==> src/rtl/potstep_pkg.sv <==
package potstep_pkg;

    typedef enum logic [3:0] {
        ST_IDLE,
        ST_ARM,
        ST_SEL,
        ST_DIR,
        ST_LO,
        ST_HI,
        ST_REL,
        ST_HOLD,
        ST_DONE
    } seq_state_e;

    // round a time in ns up to whole cycles of a clock in Hz
    function automatic longint ns_to_cyc(longint t_ns, longint clk_hz);
        longint prod;
        prod = t_ns * clk_hz;
        return (prod + 64'd999_999_999) / 64'd1_000_000_000;
    endfunction

endpackage

==> src/rtl/potstep_timer.sv <==
module potstep_timer #(
    parameter int TW = 8
) (
    input  logic          clk,
    input  logic          rst_n,
    input  logic          load,
    input  logic [TW-1:0] load_val,
    output logic          zero
);
    logic [TW-1:0] cnt_d, cnt_q;

    always_comb begin
        cnt_d = cnt_q;
        if (load) begin
            cnt_d = load_val;
        end else if (cnt_q != '0) begin
            cnt_d = cnt_q - 1'b1;
        end
    end

    always_ff @(posedge clk or negedge rst_n) begin
        if (!rst_n) cnt_q <= '0;
        else        cnt_q <= cnt_d;
    end

    assign zero = (cnt_q == '0);

    AST_TIMER_HOLDS_ZERO: assert property (@(posedge clk) disable iff (!rst_n)
        (zero && !load) |=> zero);
endmodule

==> src/rtl/potstep_ctrl.sv <==
module potstep_ctrl
    import potstep_pkg::*;
#(
    parameter int          STEP_W  = 7,
    parameter int          TW      = 8,
    parameter logic [TW-1:0] L_SEL   = '0,
    parameter logic [TW-1:0] L_DIR   = '0,
    parameter logic [TW-1:0] L_LOW   = '0,
    parameter logic [TW-1:0] L_HIGH  = '0,
    parameter logic [TW-1:0] L_REL   = '0,
    parameter logic [TW-1:0] L_STORE = '0,
    parameter logic [TW-1:0] L_SKIP  = '0
) (
    input  logic              clk,
    input  logic              rst_n,
    input  logic              cmd_valid,
    input  logic [STEP_W-1:0] cmd_steps,
    input  logic              cmd_up,
    input  logic              cmd_store,
    input  logic              tm_zero,
    output logic              tm_load,
    output logic [TW-1:0]     tm_val,
    output logic              busy,
    output logic              done,
    output logic              pot_cs_n,
    output logic              pot_up,
    output logic              pot_inc
);
    typedef struct packed {
        seq_state_e        st;
        logic [STEP_W-1:0] left;
        logic              up;
        logic              store;
        logic              cs_n;
        logic              inc;
        logic              done;
    } regs_t;

    localparam regs_t RESET_VAL = '{st: ST_IDLE, left: '0, up: 1'b0, store: 1'b0,
                                    cs_n: 1'b1, inc: 1'b1, done: 1'b0};

    regs_t r_d, r_q;

    always_comb begin
        r_d      = r_q;
        r_d.done = 1'b0;
        tm_load  = 1'b0;
        tm_val   = '0;
        unique case (r_q.st)
            ST_IDLE, ST_DONE: begin
                r_d.st   = ST_IDLE;
                r_d.cs_n = 1'b1;
                r_d.inc  = 1'b1;
                if (cmd_valid) begin
                    r_d.st    = ST_ARM;
                    r_d.left  = cmd_steps;
                    r_d.up    = cmd_up;
                    r_d.store = cmd_store;
                    // a zero-step skip parks the strobe low before select
                    r_d.inc   = !((cmd_steps == '0) && !cmd_store);
                    tm_load   = 1'b1;
                    tm_val    = L_SEL;
                end
            end
            ST_ARM: if (tm_zero) begin
                r_d.st   = ST_SEL;
                r_d.cs_n = 1'b0;
                tm_load  = 1'b1;
                tm_val   = L_SEL;
            end
            ST_SEL: if (tm_zero) begin
                r_d.st  = ST_DIR;
                tm_load = 1'b1;
                tm_val  = L_DIR;
            end
            ST_DIR: if (tm_zero) begin
                tm_load = 1'b1;
                if (r_q.left == '0) begin
                    r_d.st = ST_REL;
                    tm_val = L_REL;
                end else begin
                    r_d.st  = ST_LO;
                    r_d.inc = 1'b0;
                    tm_val  = L_LOW;
                end
            end
            ST_LO: if (tm_zero) begin
                r_d.left = r_q.left - 1'b1;
                tm_load  = 1'b1;
                if ((r_q.left == STEP_W'(1)) && !r_q.store) begin
                    r_d.st = ST_REL;
                    tm_val = L_REL;
                end else begin
                    r_d.st  = ST_HI;
                    r_d.inc = 1'b1;
                    tm_val  = L_HIGH;
                end
            end
            ST_HI: if (tm_zero) begin
                tm_load = 1'b1;
                if (r_q.left == '0) begin
                    r_d.st = ST_REL;
                    tm_val = L_REL;
                end else begin
                    r_d.st  = ST_LO;
                    r_d.inc = 1'b0;
                    tm_val  = L_LOW;
                end
            end
            ST_REL: if (tm_zero) begin
                r_d.st   = ST_HOLD;
                r_d.cs_n = 1'b1;
                tm_load  = 1'b1;
                tm_val   = r_q.store ? L_STORE : L_SKIP;
            end
            ST_HOLD: if (tm_zero) begin
                r_d.st   = ST_DONE;
                r_d.inc  = 1'b1;
                r_d.done = 1'b1;
            end
            default: r_d = RESET_VAL;
        endcase
    end

    always_ff @(posedge clk or negedge rst_n) begin
        if (!rst_n) r_q <= RESET_VAL;
        else        r_q <= r_d;
    end

    assign busy     = (r_q.st != ST_IDLE) && (r_q.st != ST_DONE);
    assign done     = r_q.done;
    assign pot_cs_n = r_q.cs_n;
    assign pot_up   = r_q.up;
    assign pot_inc  = r_q.inc;

    AST_IDLE_QUIET: assert property (@(posedge clk) disable iff (!rst_n)
        !busy |-> (pot_cs_n && pot_inc));
    AST_DONE_SINGLE: assert property (@(posedge clk) disable iff (!rst_n)
        done |=> !done);
    AST_DONE_NOT_BUSY: assert property (@(posedge clk) disable iff (!rst_n)
        done |-> !busy);
    AST_DIR_FROZEN: assert property (@(posedge clk) disable iff (!rst_n)
        (!pot_cs_n && $past(!pot_cs_n)) |-> $stable(pot_up));
    AST_RELEASE_LEVEL: assert property (@(posedge clk) disable iff (!rst_n)
        $rose(pot_cs_n) |-> (pot_inc == r_q.store));
    AST_NO_STEP_AT_SELECT: assert property (@(posedge clk) disable iff (!rst_n)
        $fell(pot_cs_n) |-> $stable(pot_inc));
endmodule

==> src/rtl/potstep_seq.sv <==
module potstep_seq
    import potstep_pkg::*;
#(
    parameter longint CLK_HZ     = 125_000_000,
    parameter int     STEP_W     = 7,
    parameter longint T_SEL_NS   = 100,
    parameter longint T_DIR_NS   = 2900,
    parameter longint T_LOW_NS   = 1000,
    parameter longint T_HIGH_NS  = 1000,
    parameter longint T_REL_NS   = 1000,
    parameter longint T_STORE_NS = 20_000_000,
    parameter longint T_SKIP_NS  = 100
) (
    input  logic              clk,
    input  logic              rst_n,
    input  logic              cmd_valid,
    input  logic [STEP_W-1:0] cmd_steps,
    input  logic              cmd_up,
    input  logic              cmd_store,
    output logic              busy,
    output logic              done,
    output logic              pot_cs_n,
    output logic              pot_up,
    output logic              pot_inc
);
    localparam longint C_SEL   = ns_to_cyc(T_SEL_NS, CLK_HZ);
    localparam longint C_DIR   = ns_to_cyc(T_DIR_NS, CLK_HZ);
    localparam longint C_LOW   = ns_to_cyc(T_LOW_NS, CLK_HZ);
    localparam longint C_HIGH  = ns_to_cyc(T_HIGH_NS, CLK_HZ);
    localparam longint C_REL   = ns_to_cyc(T_REL_NS, CLK_HZ);
    localparam longint C_STORE = ns_to_cyc(T_STORE_NS, CLK_HZ);
    localparam longint C_SKIP  = ns_to_cyc(T_SKIP_NS, CLK_HZ);
    localparam longint C_MAX   = (C_STORE > C_DIR) ? C_STORE : C_DIR;
    localparam int     TW      = $clog2(C_MAX + 1);

    logic          tm_load;
    logic          tm_zero;
    logic [TW-1:0] tm_val;

    potstep_timer #(.TW(TW)) timer_i (
        .clk      (clk),
        .rst_n    (rst_n),
        .load     (tm_load),
        .load_val (tm_val),
        .zero     (tm_zero)
    );

    potstep_ctrl #(
        .STEP_W  (STEP_W),
        .TW      (TW),
        .L_SEL   (TW'(C_SEL - 1)),
        .L_DIR   (TW'(C_DIR - 1)),
        .L_LOW   (TW'(C_LOW - 1)),
        .L_HIGH  (TW'(C_HIGH - 1)),
        .L_REL   (TW'(C_REL - 1)),
        .L_STORE (TW'(C_STORE - 1)),
        .L_SKIP  (TW'(C_SKIP - 1))
    ) ctrl_i (
        .clk       (clk),
        .rst_n     (rst_n),
        .cmd_valid (cmd_valid),
        .cmd_steps (cmd_steps),
        .cmd_up    (cmd_up),
        .cmd_store (cmd_store),
        .tm_zero   (tm_zero),
        .tm_load   (tm_load),
        .tm_val    (tm_val),
        .busy      (busy),
        .done      (done),
        .pot_cs_n  (pot_cs_n),
        .pot_up    (pot_up),
        .pot_inc   (pot_inc)
    );
endmodule

==> config.mk <==
export PLATFORM = sky130hd
export DESIGN_NAME = potstep_seq
export DESIGN_NICKNAME = d
export VERILOG_FILES = /design/src/rtl/potstep_pkg.sv /design/src/rtl/potstep_timer.sv /design/src/rtl/potstep_ctrl.sv /design/src/rtl/potstep_seq.sv
export SDC_FILE = /design/constraint.sdc
export NUM_CORES = 1
export LEC_CHECK = 0
export BUFFER_PORTS_ARGS = -buffer_cell sky130_fd_sc_hd__buf_2
export CAP_MARGIN = 20
export CORE_UTILIZATION = 40
export CTS_CLUSTER_DIAMETER = 40
export DETAILED_ROUTE_END_ITERATION = 10
export PLACE_DENSITY = 0.68
export SYNTH_ARGS = -nofsm -noshare
export SYNTH_HDL_FRONTEND = slang
export SYNTH_HIERARCHICAL = 1
export SYNTH_SLANG_ARGS = --single-unit
==> constraint.sdc <==
create_clock -name clk -period 4.2 [get_ports clk]
set_clock_uncertainty 0.05 [all_clocks]
set_input_delay 0.42 -clock clk [delete_from_list [all_inputs] [get_ports clk]]
set_output_delay 0.42 -clock clk [all_outputs]
set_load 0.02 [all_outputs]
Word level (Yosys, flattened, before mapping)
Cells that the tools add are included.
Storage, ports and cells
  flip-flop bits (word level): 38
  input port bits: 12
  output and inout bits: 5
  word-level logic and storage cells: 94
Cells by class
  muxes and demuxes: 35
  eq/ne operators: 19
  bitwise operators: 4
  reduce and logical (&&, ||, !) cells: 26
  add/sub/neg operators: 2
Operators with widths (count)
  22-bit case mux with 5 select lines: 1
  22-bit two-way mux: 4
  4-bit two-way mux: 7
  4-bit case mux with 7 select lines: 1
  22-bit logical NOT: 1
  22-bit nonzero test: 1
  22-bit by 1-bit subtractor with 22-bit output (second input constant): 1
  7-bit case mux with 3 select lines: 1
  4-bit by 3-bit equality test with 1-bit output (second input constant): 4
  7-bit logical NOT: 2
  2-bit by 1-bit != test with 1-bit output (second input constant): 6
  6-bit AND reduction: 2
  6-bit OR reduction: 2
  11-bit two-way mux: 1
  1-bit two-way mux: 10
  10-bit two-way mux: 1
  9-bit two-way mux: 1
  4-bit by 2-bit equality test with 1-bit output (second input constant): 2
  7-bit by 1-bit equality test with 1-bit output (second input constant): 1
  7-bit two-way mux: 1
  7-bit OR reduction: 1
  7-bit by 1-bit subtractor with 7-bit output (second input constant): 1
  2-bit two-way mux: 3
  2-bit != test (second input constant): 3
  18 further kinds: 28

Depth between registers and ports, before layout
  word-level depth: 5
  gate-level depth with buffers: 14
  gate-level depth less buffers: 11

Cells and area by module
The synthesis kept the hierarchy.
By module, submodules not included
  potstep_timer: instances 1, area an instance 1268.7 um^2, cells each 140
  potstep_ctrl: instances 1, area an instance 1234.9 um^2, cells each 144

Worst setup path after synthesis
OpenSTA, ideal clock, no wires.
  kind: flip-flop to flip-flop
  start: register timer_i.cnt_q[0]
  end: register timer_i.cnt_q[17]
  buffers on the path: 3
  setup slack: 0.705 ns
  data required time: 4.014 ns
  cell stages (with the launch flop): 15
  clock period less this slack: 3.495 ns
  arrival: 3.309 ns
  setup time: 0.136 ns
  cells stage by stage: dfrtp_1 > inv_1 > ha_1 > or4b_4 > or3_4 > nor3_4 > clkbuf_1 > nor2b_1 > a21oi_1 > nor3_1 > clkbuf_1 > inv_1 > clkbuf_1 > o21ai_0 > a21oi_1
On the way
  cells in the longest elaborated chain, start to end: 4
  elaborated cells between the ends (all ways): 10
  classes of those cells: add/sub: 1; mux: 6; reduce/logical: 3
RTL lines
  from (decl): RTL line potstep_timer.sv:10  | logic [TW-1:0] cnt_d, cnt_q;
  from (signal assigned): RTL line potstep_timer.sv:23  | else cnt_q <= cnt_d;
  22-bit logical NOT *: RTL line potstep_timer.sv:26  | assign zero = (cnt_q == '0);
  named net tm_zero: RTL line potstep_seq.sv:37  | logic tm_zero;
  1-bit two-way mux *
  1-bit case mux with 2 select lines *: RTL line potstep_ctrl.sv:49  | unique case (r_q.st)
  named net tm_load: RTL line potstep_seq.sv:36  | logic tm_load;
  22-bit two-way mux / 2-bit nonzero test (equally long branches)
The timed path passes the listed nets; every way through them passes the cells marked *. The select of a mux whose other input is x is not followed.
A chain may end at the register's enable or synchronous reset.

Worst setup path in the final report
  start: register timer_i.cnt_q[0]
  end: register timer_i.cnt_q[19]
The elaborated chain is that of the path after synthesis.

==> results.toml <==
[run_status]
run_status = "finished clean"

[synth]
synth_area_leaders = "dfrtp_1 (36%), buf_4 (5.1%), o21ai_0 (4.6%)"
ys_types = 55
synthArstFlopShare_pct = 100
synth-simple-area-share_pct = 23.5
synth_adder_area_share_pct = 2.00
synth-edff-count = 0
synth_compound_area_share_pct = 18.0
synth_top_family_by_area = "simple AND/OR/NAND/NOR gates"
muxShareOfSynthArea_pct = 2.50
synthXorXnorAreaFrac_pct = 6.65
netlist_area_um2 = 2500
synth_cells = 284
syn_avg_cell_area_um2 = 8.82
synth_seq_area_share_pct = 38.1
yosys.area.top_type = "dfrtp_1"
synthFlopType = "dfrtp_1"
synth_top_cell_area_share_pct = 36.0
yosys_warnings = 6
synth_seq_cells = 38

[setup_path]
cpLargestDelayFamily = "simple AND/OR/NAND/NOR gates"
cp_cell_sequence = "inv_1 > ha_1 > or4b_4 > or3_4 > nor3_4 > nor2b_1 > a21oi_1 > nor3_2 > buf_4 > inv_1 > o21ai_0 > o21ba_2"
crit_path_max_incr_delay_ns = 0.50
criticalPathCategory = "register to register"
critical_path_buf_inv_count = 3
cp.required_ns = 4.33
critPathSlowestCell = "or4b_4"
cp-start-kind = "register"
critPathArrivalTime_ns = 3.45
worst_setup_path_end_kind = "register"
cp_common_cell = "inv_1"
critPathMaxFanout = 26

[clocking]
post-cts-setup-buffers = 0
cts_tree = "yes"
clock_latency_ns = 0.29
hold_buffers = 0
h-tree-depth = 2
cts_buffer_depth = 2
cts_made_buffers = 5
clock-root-buffer = "clkbuf_8"
cts.sinks = 38
clkTransAtPathRegs_ns = 0.08
cts.repair.resized = 0

[drt]
wire_per_inst_um = 14.2
route.detailed.drc = 0
wirelength_mm = 5.16
viasPerCell = 5.40
vias = 1967
dr.pass1.iters = 4
ant_nets = 0
drtIter0Drc = 114

[sta]
finalHoldViolCount = 0
slew_headroom_pct = 43.9
fin_tns_setup_ns = 0
max_freq_ghz = 0.301
drv_slew = 0
finalSetupViolCount = 0
hold_ws_ns = 0.175
period_share_pct = 79.0
min_period_ns = 3.32
rsz0062_at_grt = "no"
worst_slew_pin_slew_ns = 0.841

[pwr]
powerDensity_nw_per_um2 = 359
ir_drop_mv = 0.275
power_leakage_nw = 1.05

[floorplan]
die_y_um = 81.1
start_util_pct = 41.8
dieArea_um2 = 6580
io_pins = 17
core_um2 = 5990
die_w_um = 81.1
row_count = 28

[global_routing]
grt_usage_pct = 17.5
grt_antenna_before_repair = 0
grt_overflow = 0
grt_pass1_vias = 1849
grt_pass1_wl_mm = 8.87
grt_max_degree = 39

[placed_design]
finalWeightedCongestion = 0.825
port_buffers = 16
hpwlAfterDp_mm = 3.62
place_inst = 356

[finish]
fin_nets = 304
area_growth_pct = 6.10
layout_common_cells = "dfrtp_1 (36), nand2_1 (25), nor2_1 (25), o21ai_0 (23), buf_2 (16)"
final_layout_size_suffix_gt1_share_pct = 16.3
final_common_cell = "dfrtp_1"
nFillCells = 581
diodes = 0
finalNonFillerCells = 364

[hold_path]
holdCritPathClass = "primary input to async pin"

[run]
cap_violations = 0
## registers in the layout (all words and copies together), names as in the netlist
| name | cells |
|---|---|
| ctrl_i/done | 1 |
| ctrl_i/pot_cs_n | 1 |
| ctrl_i/pot_inc | 1 |
| ctrl_i/pot_up | 1 |
| ctrl_i/r_q | 12 |
| timer_i/cnt_q | 22 |
## per-stage QoR
stage	cell area [µm²]	power, mW	setup slack (ns)	util [%]
after floorplan	2530	0.606	0.705	-
after global placement	2550	0.647	1.02	42.5
after detailed placement	2550	0.651	0.918	42.5
after CTS	2660	0.960	0.882	44.3
after global routing	2660	1.01	0.589	44.3
final	2660	0.953	0.880	44.3
## layout make-up
type | instances | area (µm²) | area share (%)
Multi-Input combinational cell | 215 | 1360 | 51.2
Inverter | 8 | 30.0 | 1.13
Tap cell | 75 | 93.8 | 3.53
Clock inverter | 3 | 40.0 | 1.51
Sequential cell | 38 | 953 | 35.9
Clock buffer | 5 | 68.8 | 2.59
Timing Repair Buffer | 20 | 110 | 4.15
## final timing paths
kind,from,endpoint,slack [ns],cells after the start
worst max-delay path,timer_i/cnt_q[0],timer_i/cnt_q[19],0.88,12
worst min-delay path,rst_n,timer_i/cnt_q[9],0.18,1
worst max register to register,timer_i/cnt_q[0],timer_i/cnt_q[19],0.88,12
worst min register to register,ctrl_i/pot_up,ctrl_i/pot_up,0.45,1
max in group asynchronous,rst_n,ctrl_i/r_q[9],3.39,1
min in group clk,cmd_up,ctrl_i/pot_up,0.32,2
## cell families after synthesis
group	after synthesis
xor gates and xnor gates	19
other	1
buffers and inverters	38
DFF	38
muxes	6
adders and majority gates	4
and+or+nand+nor	109
AOI/OAI and AO/OA	69
## Yosys cell counts (3+ instances only)
cell type  number
dfrtp_1        36
a32oi_1         3
ha_1            4
nor3_1         14
or3_1           5
buf_4          17
or2_2           5
nand3_1         5
clkbuf_1        6
nor2_1         25
inv_1           8
nand2_1        25
nand2b_1        7
o31ai_1         9
a21oi_1        14
nor4_1          5
or4_1           3
mux2i_1         4
xor2_1          6
xnor2_1        13
o21ai_0        23
buf_2           5
## metal layers
metal	track usage, %	vias up	wire length [µm]
li1	-	994	-
met1	24.6	925	2540
met2	27.4	42	2410
met3	3.48	6	166
met4	4.46	0	42
met5	0	-	0
## power breakdown
group	switching, mW	leakage [nW]	total, mW	internal [mW]
sequential	0.0601	0.453	0.486	0.425
clock	0.133	0.0579	0.308	0.175
combinational	0.0795	0.538	0.159	0.0798
total	0.273	1.05	0.953	0.680
(Power assumes the default switching activity.)
